[src/rtl/phycr_pkg.sv]
package phycr_pkg;
    localparam int DW    = 16;
    localparam int STB_N = 4;
    localparam int CW    = DW + STB_N;

    // strobe index inside the strobe field (bit DW+index of the control word)
    localparam int B_ADDR = 0;
    localparam int B_DATA = 1;
    localparam int B_WR   = 2;
    localparam int B_RD   = 3;

    typedef enum logic [1:0] {
        OP_ADDR  = 2'b00,
        OP_WRITE = 2'b01,
        OP_READ  = 2'b10,
        OP_RSVD  = 2'b11
    } op_e;

    typedef enum logic [1:0] {
        ST_IDLE,
        ST_SETUP,
        ST_WHI,
        ST_WLO
    } st_e;

    typedef struct packed {
        st_e              st;
        op_e              op;
        logic             step;
        logic             rst_wr;
        logic [STB_N-1:0] stb;
        logic [DW-1:0]    data;
        logic [DW-1:0]    rd;
        logic             done;
        logic             err;
    } mst_s;
endpackage

[src/rtl/phycr_step.sv]
module phycr_step
    import phycr_pkg::*;
(
    input  op_e              op,
    input  logic             step,
    output logic [STB_N-1:0] stb,
    output logic             last,
    output logic             wr_phase
);
    always_comb begin
        stb      = '0;
        last     = 1'b1;
        wr_phase = 1'b0;
        case (op)
            OP_ADDR:  stb[B_ADDR] = 1'b1;
            OP_WRITE: begin
                if (!step) begin
                    stb[B_DATA] = 1'b1;
                    last        = 1'b0;
                end else begin
                    stb[B_WR]   = 1'b1;
                    wr_phase    = 1'b1;
                end
            end
            OP_READ:  stb[B_RD] = 1'b1;
            default:  stb = '0;
        endcase
    end
endmodule

[src/rtl/phycr_poll.sv]
module phycr_poll #(
    parameter int LIMIT = 10,
    parameter int GAP   = 3
) (
    input  logic clk,
    input  logic rst_n,
    input  logic en,
    input  logic want,
    input  logic ack,
    output logic hit,
    output logic expire
);
    localparam int CNT_W = (LIMIT < 2) ? 1 : $clog2(LIMIT);
    localparam int GAP_W = (GAP < 1) ? 1 : $clog2(GAP + 1);

    typedef struct packed {
        logic [GAP_W-1:0] gap;
        logic [CNT_W-1:0] cnt;
    } poll_s;

    poll_s q, d;
    logic  sample;

    assign sample = en && (q.gap == '0);
    assign hit    = sample && (ack == want);
    assign expire = sample && (ack != want) && (q.cnt == CNT_W'(LIMIT - 1));

    always_comb begin
        d = q;
        if (!en || hit || expire) begin
            d.gap = '0;
            d.cnt = '0;
        end else if (sample) begin
            d.gap = GAP_W'(GAP);
            d.cnt = q.cnt + CNT_W'(1);
        end else begin
            d.gap = q.gap - GAP_W'(1);
        end
    end

    always_ff @(posedge clk or negedge rst_n) begin
        if (!rst_n) q <= '0;
        else        q <= d;
    end

    // the sample budget is never exceeded
    p_poll_bound_r5: assert property (@(posedge clk) disable iff (!rst_n)
        q.cnt <= CNT_W'(LIMIT - 1));

    // a miss always restarts the gap timer before the next sample
    p_gap_after_miss_r5: assert property (@(posedge clk) disable iff (!rst_n)
        (sample && !hit && !expire && (GAP > 0)) |=> (q.gap != '0));
endmodule

[src/rtl/phycr_master.sv]
module phycr_master
    import phycr_pkg::*;
#(
    parameter int POLL_LIMIT = 10,
    parameter int POLL_GAP   = 3
) (
    input  logic          clk,
    input  logic          rst_n,
    input  logic          cmd_start,
    input  logic [1:0]    cmd_op,
    input  logic [15:0]   cmd_value,
    input  logic          phy_ack,
    input  logic [15:0]   phy_dout,
    output logic [19:0]   phy_ctl,
    output logic          cmd_busy,
    output logic          cmd_done,
    output logic          cmd_err,
    output logic [15:0]   cmd_rdata
);
    mst_s             q, d;
    logic [STB_N-1:0] step_stb;
    logic             step_last;
    logic             step_wr;
    logic             waiting;
    logic             hit;
    logic             expire;

    phycr_step u_step (
        .op       (q.op),
        .step     (q.step),
        .stb      (step_stb),
        .last     (step_last),
        .wr_phase (step_wr)
    );

    assign waiting = (q.st == ST_WHI) || (q.st == ST_WLO);

    phycr_poll #(
        .LIMIT (POLL_LIMIT),
        .GAP   (POLL_GAP)
    ) u_poll (
        .clk    (clk),
        .rst_n  (rst_n),
        .en     (waiting),
        .want   (q.st == ST_WHI),
        .ack    (phy_ack),
        .hit    (hit),
        .expire (expire)
    );

    always_comb begin
        d      = q;
        d.done = 1'b0;
        case (q.st)
            ST_IDLE: begin
                if (cmd_start && (op_e'(cmd_op) != OP_RSVD)) begin
                    d.st     = ST_SETUP;
                    d.op     = op_e'(cmd_op);
                    d.step   = 1'b0;
                    d.rst_wr = cmd_value[0];
                    d.stb    = '0;
                    d.data   = cmd_value;
                    d.err    = 1'b0;
                end
            end
            ST_SETUP: begin
                d.stb = step_stb;
                if (step_wr && q.rst_wr) begin
                    d.done = 1'b1;
                    d.st   = ST_IDLE;
                end else begin
                    d.st   = ST_WHI;
                end
            end
            ST_WHI: begin
                if (hit) begin
                    if (q.op == OP_READ) d.rd = phy_dout;
                    d.stb = '0;
                    d.st  = ST_WLO;
                end else if (expire) begin
                    d.stb  = '0;
                    d.done = 1'b1;
                    d.err  = 1'b1;
                    d.st   = ST_IDLE;
                end
            end
            ST_WLO: begin
                if (hit) begin
                    if (step_last) begin
                        d.done = 1'b1;
                        d.st   = ST_IDLE;
                    end else begin
                        d.step = 1'b1;
                        d.st   = ST_SETUP;
                    end
                end else if (expire) begin
                    d.done = 1'b1;
                    d.err  = 1'b1;
                    d.st   = ST_IDLE;
                end
            end
            default: d.st = ST_IDLE;
        endcase
    end

    always_ff @(posedge clk or negedge rst_n) begin
        if (!rst_n) q <= '0;
        else        q <= d;
    end

    assign phy_ctl   = {q.stb, q.data};
    assign cmd_busy  = (q.st != ST_IDLE);
    assign cmd_done  = q.done;
    assign cmd_err   = q.err;
    assign cmd_rdata = q.rd;

    p_one_strobe_r2: assert property (@(posedge clk) disable iff (!rst_n)
        $onehot0(phy_ctl[19:16]));

    p_strobe_after_setup_r3: assert property (@(posedge clk) disable iff (!rst_n)
        $rose(|phy_ctl[19:16]) |-> $past(cmd_busy));

    p_drop_needs_ack_r4: assert property (@(posedge clk) disable iff (!rst_n)
        $fell(|phy_ctl[19:16]) |-> ($past(phy_ack) || cmd_done));

    p_rdata_only_busy_r6: assert property (@(posedge clk) disable iff (!rst_n)
        !$stable(cmd_rdata) |-> $past(cmd_busy));

    p_done_pulse_r8: assert property (@(posedge clk) disable iff (!rst_n)
        cmd_done |=> !cmd_done);

    p_err_with_done_r8: assert property (@(posedge clk) disable iff (!rst_n)
        $rose(cmd_err) |-> cmd_done);

    p_value_held_r9: assert property (@(posedge clk) disable iff (!rst_n)
        cmd_busy |=> $stable(phy_ctl[15:0]));
endmodule

[config.mk]
export PLATFORM = sky130hd
export DESIGN_NAME = phycr_master
export DESIGN_NICKNAME = d
export VERILOG_FILES = /design/src/rtl/phycr_pkg.sv /design/src/rtl/phycr_step.sv /design/src/rtl/phycr_poll.sv /design/src/rtl/phycr_master.sv
export SDC_FILE = /design/constraint.sdc
export NUM_CORES = 1
export LEC_CHECK = 0
export ABC_CLOCK_PERIOD_IN_PS = 1700
export BUFFER_PORTS_ARGS = -buffer_cell sky130_fd_sc_hd__buf_2
export CORE_ASPECT_RATIO = 0.7
export CORE_UTILIZATION = 46
export DETAILED_ROUTE_END_ITERATION = 16
export GPL_TIMING_DRIVEN = 1
export PLACE_DENSITY_LB_ADDON = 0.3
export SLEW_MARGIN = 25
export SYNTH_ARGS = -nofsm -noshare
export SYNTH_HDL_FRONTEND = slang
export SYNTH_SLANG_ARGS = --single-unit
[constraint.sdc]
create_clock -name clk -period 1.7 [get_ports clk]
set_clock_uncertainty 0.05 [all_clocks]
set_input_delay 0.34 -clock clk [delete_from_list [all_inputs] [get_ports clk]]
set_output_delay 0.34 -clock clk [all_outputs]
set_load 0.1 [all_outputs]
==> key figures, run 1 <==
Global routing
  – Total grt overflow: 0
  – Initial antenna violation count: 0
  – First-pass GRT wire length: ~7.5 mm
  – Vias in the first global route: 1,556
  – Largest net degree at the start of global routing: 32
  – Total GRT Usage: 16.31%

CTS
  – Worst-path clk slew: ~0.09 ns
  – Clock buffer depth: 2
  – TritonCTS clock tree: built
  – H-tree levels: 2
  – CTS Buf Count: 5
  – Clock Tree Root: clkbuf_8
  – Sink Count: ~50
  – Worst-Skew Late Latency: approximately 0.3 ns

Logic synthesis
  – Compound-Gate Fraction of Synth Area: between 7 and 8%
  – Share of flip-flops with an asynchronous set or reset: 100.0%
  – Post-synthesis sequential area ratio: between 40% and 50%
  – Largest cells by area after synthesis: dfrtp_1, mux2_2, buf_4, mux2_4, ha_1
  – Mean Syn Cell Area: between 10 and 15 um^2
  – Ys Warns: 0
  – Synth Register Bits: between 40 and 50
  – Leading area contributor after synthesis: dfrtp_1
  – Largest family of logic cells by synthesized area: multiplexers
  – Simple-gate share of the synthesized area: between 7 and 8%
  – Post-Syn Nets: ~250
  – Post-Synth Adder-Cell Area: ~3.5%
  – Most used DFF post-synth: dfrtp_1
  – Mux cell area share after synthesis: between 15 and 20%
  – Gate Count Post-Synth: approximately 200
  – XOR/XNOR share of the synthesized area: ~1.0%
  – Netlist cell types: 41
  – Share of the synthesized area in the top cell type: around half
  – EDFF count, synth: 0
  – Mapped Area: 2514 um^2

Critical path
  – Crit path kind: flop to flop
  – Slowest-stage cell, CP: dfrtp_2
  – CP Max Fanout: 3
  – RR Startpoint: q[43]
  – Reg2reg end: q[42]
  – Reg2Reg Setup Slack: approximately 0.015 ns
  – Crit path to: q[42]
  – Critical path's largest stage delay: between 0.4 and 0.5 ns
  – CP startpoint: q[43]
  – Startpoint types: flop
  – WP data required: 1.82 ns
  – Critical path cell sequence: ha_1, nor3b_1, a32o_1, a2111oi_2, a31oi_1
  – Crit end category: flop
  – FF-to-FF path depth: 5
  – Arr. time, crit path: around 1.8 ns

Floorplan
  – Area of the die: about 5800 um^2
  – Die width: approximately 90 um
  – Initial core utilization: a little under half
  – I/O pin count: 77
  – Core box area: approximately 5300 um^2
  – Die Span Y: 63.85 um
  – Num rows: 22

STA
  – RSZ-0062 raised after global routing: yes
  – Final Cycle Share: slightly below 100%
  – Slew @ Worst Pin: between 0.4 and 0.5 ns
  – Hold Vio Cnt, Final: 0
  – Achievable Freq: 593.6 MHz
  – Slew Limit Fails: 0
  – Final min period: approximately 1.7 ns
  – Final setup viols: 0
  – Slew headroom: about 67%

Routing
  – Via count: ~1,600
  – Routed Antenna Nets: 0
  – Post-Route WL: about 4.5 mm
  – Vias per cell: 4.804
  – Initial DRC count: 59
  – DRC violations left: 0
  – DR WL/cell: approximately 13 um
  – 1st-pass router iterations: 4

Cells and area
  – Number of diodes: 0
  – Final net count: ~310
  – Most frequent cells in the layout: buf_2, dfrtp_1, mux2_2
  – Synth-to-layout area growth: 21.55%
  – Share of cells above drive strength 1: between 50% and 60%
  – Filler cell count: approximately 450
  – Final Non-Filler Cells: around 340
  – Commonest non-fill, non-tap cell in the layout: buf_2

Status
  – Status: finished clean

Min path
  – HP Class: input port to flop

Placement
  – Placed Instances: roughly 330
  – Post-DP HPWL: ~3.4 mm
  – Gpl congestion: between 0.8 and 0.9
  – # port buffers: 76

Flow run
  – Max-cap violations: 0
-- metrics by stage --
step / area [um^2] / setup TNS, ns / hold WS [ns] / worst slack [ns] / util [%]
after global routing: 3055 / -0.4999 / 0.2084 / -0.04153 / 58.12
after floorplan: 2540 / 0 / -0.005591 / 0.002382 / -
final: 3055 / 0 / 0.2138 / 0.01524 / 58.12
after global placement: 2846 / -0.7068 / 0.2668 / -0.06673 / 54.14
after CTS: 3027 / 0 / 0.2055 / 0.004338 / 57.57
after detailed placement: 2846 / -1.925 / 0.2734 / -0.1032 / 54.14
-- synth_stat cells (all sizes together) (2+ instances only) --
library cell and count:
a21oi 6, a22o 3, a31oi 2, a32o 2, and3 2, buf 44, dfrtp 49, ha 7
inv 8, mux2 35, nand2 7, nand2b 2, nand3 2, nand3b 3, nor2 7, nor2b 2
nor3b 2, o21ai 3, o22ai 2, or2 2, xor2 2
-- logic make-up after synthesis --
family                   Yosys count
AO/OA/AOI/OAI                     26
XOR/XNOR                           3
adder cells (fa/ha/maj)            7
buffers and inverters             52
flip-flops                        49
multiplexers                      35
AND/OR/NAND/NOR                   34
-- sequential cells by signal, summed over array words and instances, names as in the netlist --
register   count
phy_ctl       20
q              5
cmd_done       1
cmd_rdata     16
cmd_err        1
u_poll.q       6
-- area by class of cell --
cell class	instances	area (um^2)	area share [%]
clock buffer	6	82.58	2.703
inverter	8	42.54	1.392
clock inverter	2	13.76	0.4505
sequential	49	1227	40.17
multi-input combinational	105	975.9	31.94
timing repair buffer	100	623.1	20.39
tap	72	90.09	2.948
-- repair_timing --
item                                   in CTS  in global routing
setup endpoints to repair                  40                 42
pin swaps                                   3                  1
buffers inserted                            2                  1
endpoints found under the hold margin      18                  0
hold buffers                                1                  0
resized for setup                           8                  9
-- critical path, delay by kind of cell (launching register included) --
| kind | cells | cell delay (ns) |
|---|---|---|
| AOI/OAI and AO/OA | 3 | 0.67 |
| DFF | 1 | 0.45 |
| adders and majority gates | 1 | 0.23 |
| and+or+nand+nor | 1 | 0.16 |
-- layer usage --
metal	wire, um	global-route usage (%)	vias to the layer above
li1	-	-	804
met1	2272	23.15	770
met2	1923	24.43	62
met3	300	4.405	7
met4	52	4.839	0
met5	0	0	-
-- worst min path at each step --
stage	start	to	slack, ns	depth (start not counted)
floorplan	rst_n	cmd_done	-0.006	0
global placement	rst_n	cmd_rdata[2]	0.27	1
detailed placement	rst_n	cmd_rdata[2]	0.27	1
CTS	phy_dout[9]	cmd_rdata[9]	0.21	2
global route	cmd_value[8]	phy_ctl[8]	0.21	2
finish	phy_dout[0]	cmd_rdata[0]	0.21	2
Power of run 1 is left out: the tool's default activity adds up to more than one toggle a clock period on the data nets, which glitch-free logic cannot reach.
==> inputs of run 2 (changes only) <==
Settings changed: BUFFER_PORTS_ARGS -buffer_cell sky130_fd_sc_hd__buf_2 to default, CORE_UTILIZATION 46 to 57, DONT_BUFFER_PORTS from default to 1.
==> key figures, run 2 (same netlist as run 1, synthesis figures left out) <==
Floorplan
  – Area of the die: 4684 um^2 (was 5769 um^2)
  – Num rows: 19 (was 22)
  – Initial core utilization: 61.83% (was 47.81%)
  – I/O pin count: 77 (unchanged)
  – Die width: 81.37 um (was 90.36 um)
  – Die Span Y: 57.56 um (was 63.85 um)
  – Core box area: 4065 um^2 (was 5258 um^2)

Routing
  – Via count: 1,525 (was 1,643)
  – DR WL/cell: 17.59 um (was 13.30 um)
  – Post-Route WL: 4.766 mm (was 4.548 mm)
  – DRC violations left: 0 (unchanged)
  – 1st-pass router iterations: 4 (unchanged)
  – Routed Antenna Nets: 0 (unchanged)
  – Vias per cell: 5.627 (was 4.804)
  – Initial DRC count: 81 (was 59)

Status
  – Violated checks: negative setup slack
  – Status: finished, violations left (was finished clean)

Cells and area
  – Number of diodes: 0 (unchanged)
  – Final Non-Filler Cells: 271 (was 342)
  – Most frequent cells in the layout: dfrtp_1, buf_4, mux2_2 (was buf_2, dfrtp_1, mux2_2)
  – Synth-to-layout area growth: 16.87% (was 21.55%)
  – Filler cell count: 274 (was 449)
  – Multi-input logic area: 1041 um^2 (was 975.9 um^2)
  – Number of flip-flops in the largest register: 20 (unchanged)
  – Commonest non-fill, non-tap cell in the layout: dfrtp_1 (was buf_2)
  – Area occupied by registers: 1226 um^2 (was 1227 um^2)
  – Final net count: 264 (was 314)
  – Final instance area: 2938 um^2 (was 3055 um^2)
  – Share of cells above drive strength 1: 48.86% (was 58.89%)

CTS
  – Clock buffer depth: 2 (unchanged)
  – Worst-Skew Late Latency: 0.30 ns (about the same)
  – Worst-path clk slew: 0.09 ns (about the same)
  – Sink Count: 49 (unchanged)
  – CTS Buf Count: 5 (unchanged)
  – Clock Tree Root: clkbuf_8 (unchanged)
  – TritonCTS clock tree: built (unchanged)
  – H-tree levels: 2 (unchanged)

Placement
  – Gpl congestion: 0.8116 (was 0.8861)
  – Post-DP HPWL: 3.348 mm (was 3.352 mm)
  – Placement Cell Area: 2606 um^2 (was 2846 um^2)
  – Pre-CTS worst setup slack: -0.1032 ns (about the same)
  – Placed Instances: 254 (was 331)
  – # port buffers: 0 (was 76)

Global routing
  – Largest net degree at the start of global routing: 50 (was 32)
  – Vias in the first global route: 1,574 (was 1,556)
  – Total GRT Usage: 20.89% (was 16.31%)
  – First-pass GRT wire length: 7.169 mm (was 7.452 mm)
  – Initial antenna violation count: 0 (unchanged)
  – Total grt overflow: 0 (unchanged)

STA
  – Final Cycle Share: 101.4% (was 99.10%)
  – Slew @ Worst Pin: 0.9147 ns (was 0.4992 ns)
  – RSZ-0062 raised after global routing: yes (unchanged)
  – Final min period: 1.725 ns (was 1.685 ns)
  – Slew headroom: 39.02% (was 66.95%)
  – Setup WS post-layout: -0.02459 ns (was 0.01524 ns)
  – Achievable Freq: 579.8 MHz (was 593.6 MHz)
  – Hold slack: 0.1329 ns (was 0.2138 ns)
  – Hold Vio Cnt, Final: 0 (unchanged)
  – Final setup viols: 10 (was 0)
  – Slew Limit Fails: 0 (unchanged)

Critical path
  – Critical path cell sequence: inv_2, ha_4, and2_4, and4_4, buf_12, mux2_4 (was ha_1, nor3b_1, a32o_1, a2111oi_2, a31oi_1)
  – WP data required: 1.83 ns (was 1.82 ns)
  – RR Startpoint: q[42] (was q[43])
  – CP Max Fanout: 10 (was 3)
  – Startpoint types: flop (unchanged)
  – Crit end category: flop (unchanged)
  – Reg2reg end: cmd_rdata[12] (was q[42])
  – Reg2Reg Setup Slack: -0.02 ns (was 0.02 ns)
  – Critical path's largest stage delay: 0.41 ns (was 0.45 ns)
  – Crit path kind: flop to flop (unchanged)
  – Arr. time, crit path: 1.86 ns (was 1.81 ns)
  – FF-to-FF path depth: 6 (was 5)
  – Slowest-stage cell, CP: dfrtp_1 (was dfrtp_2)

Min path
  – Min-delay src: phy_dout[6] (was phy_dout[0])
  – HP Class: input port to flop (unchanged)
  – Hold Path Sink: cmd_rdata[6] (was cmd_rdata[0])
  – WHS Path Cells: 1 (was 2)

Flow run
  – Max-cap violations: 0 (unchanged)
[run 2: routing by layer]
metal	GRT usage (%)	vias to the layer above	routed length [um]
met5	0	-	0
met4	6.122	0	31
met3	6.240	5	398
met2	34.17	70	2269
met1	26.79	752	2066
li1	-	698	-
[run 2: cell type report]
type                       count  share of cell area, %
sequential                    49                  41.74
multi-input combinational    105                  35.43
timing repair buffer          50                  15.63
clock buffer                   5                  2.342
tap                           52                  2.215
inverter                       8                  1.448
clock inverter                 2                  1.193
[run 2: worst max-delay path by stage]
| stage | from | end | slack, ns | cells past startpoint |
|---|---|---|---|---|
| global placement | q[42] | phy_ctl[19] | -0.02 | 6 |
| global route | q[42] | cmd_rdata[12] | -0.08 | 6 |
| floorplan | q[42] | cmd_rdata[10] | 0.002 | 7 |
| detailed placement | q[42] | phy_ctl[16] | -0.10 | 6 |
| CTS | q[43] | phy_ctl[19] | -0.03 | 6 |
| finish | q[42] | cmd_rdata[12] | -0.02 | 6 |
[run 2: worst max-delay path, delay by kind of cell (launching register included)]
kind / cells / cell delay (ns)
fa+ha+maj: 1 / 0.15
buf+inv: 2 / 0.29
flops: 1 / 0.41
mux: 1 / 0.31
simple gates: 2 / 0.41
[run 2: what timing repair did]
action                                 in CTS  in global routing
endpoints found under the hold margin      49                  0
cloned                                      0                  0
buffers inserted                            5                  3
setup endpoints to repair                  39                 40
hold buffers                                2                  0
pin swaps                                   1                  4
gates resized for setup                     8                 16
[run 2: per-stage QoR]
stage          util [%]  TNS (ns)
2_1_floorplan         -         0
3_3_place_gp      64.11  -0.04661
3_5_place_dp      64.11    -1.243
4_1_cts           69.41   -0.2923
5_1_grt           72.27    -1.072
6_report          72.27   -0.1174
Power of run 2 is left out for the same reason.
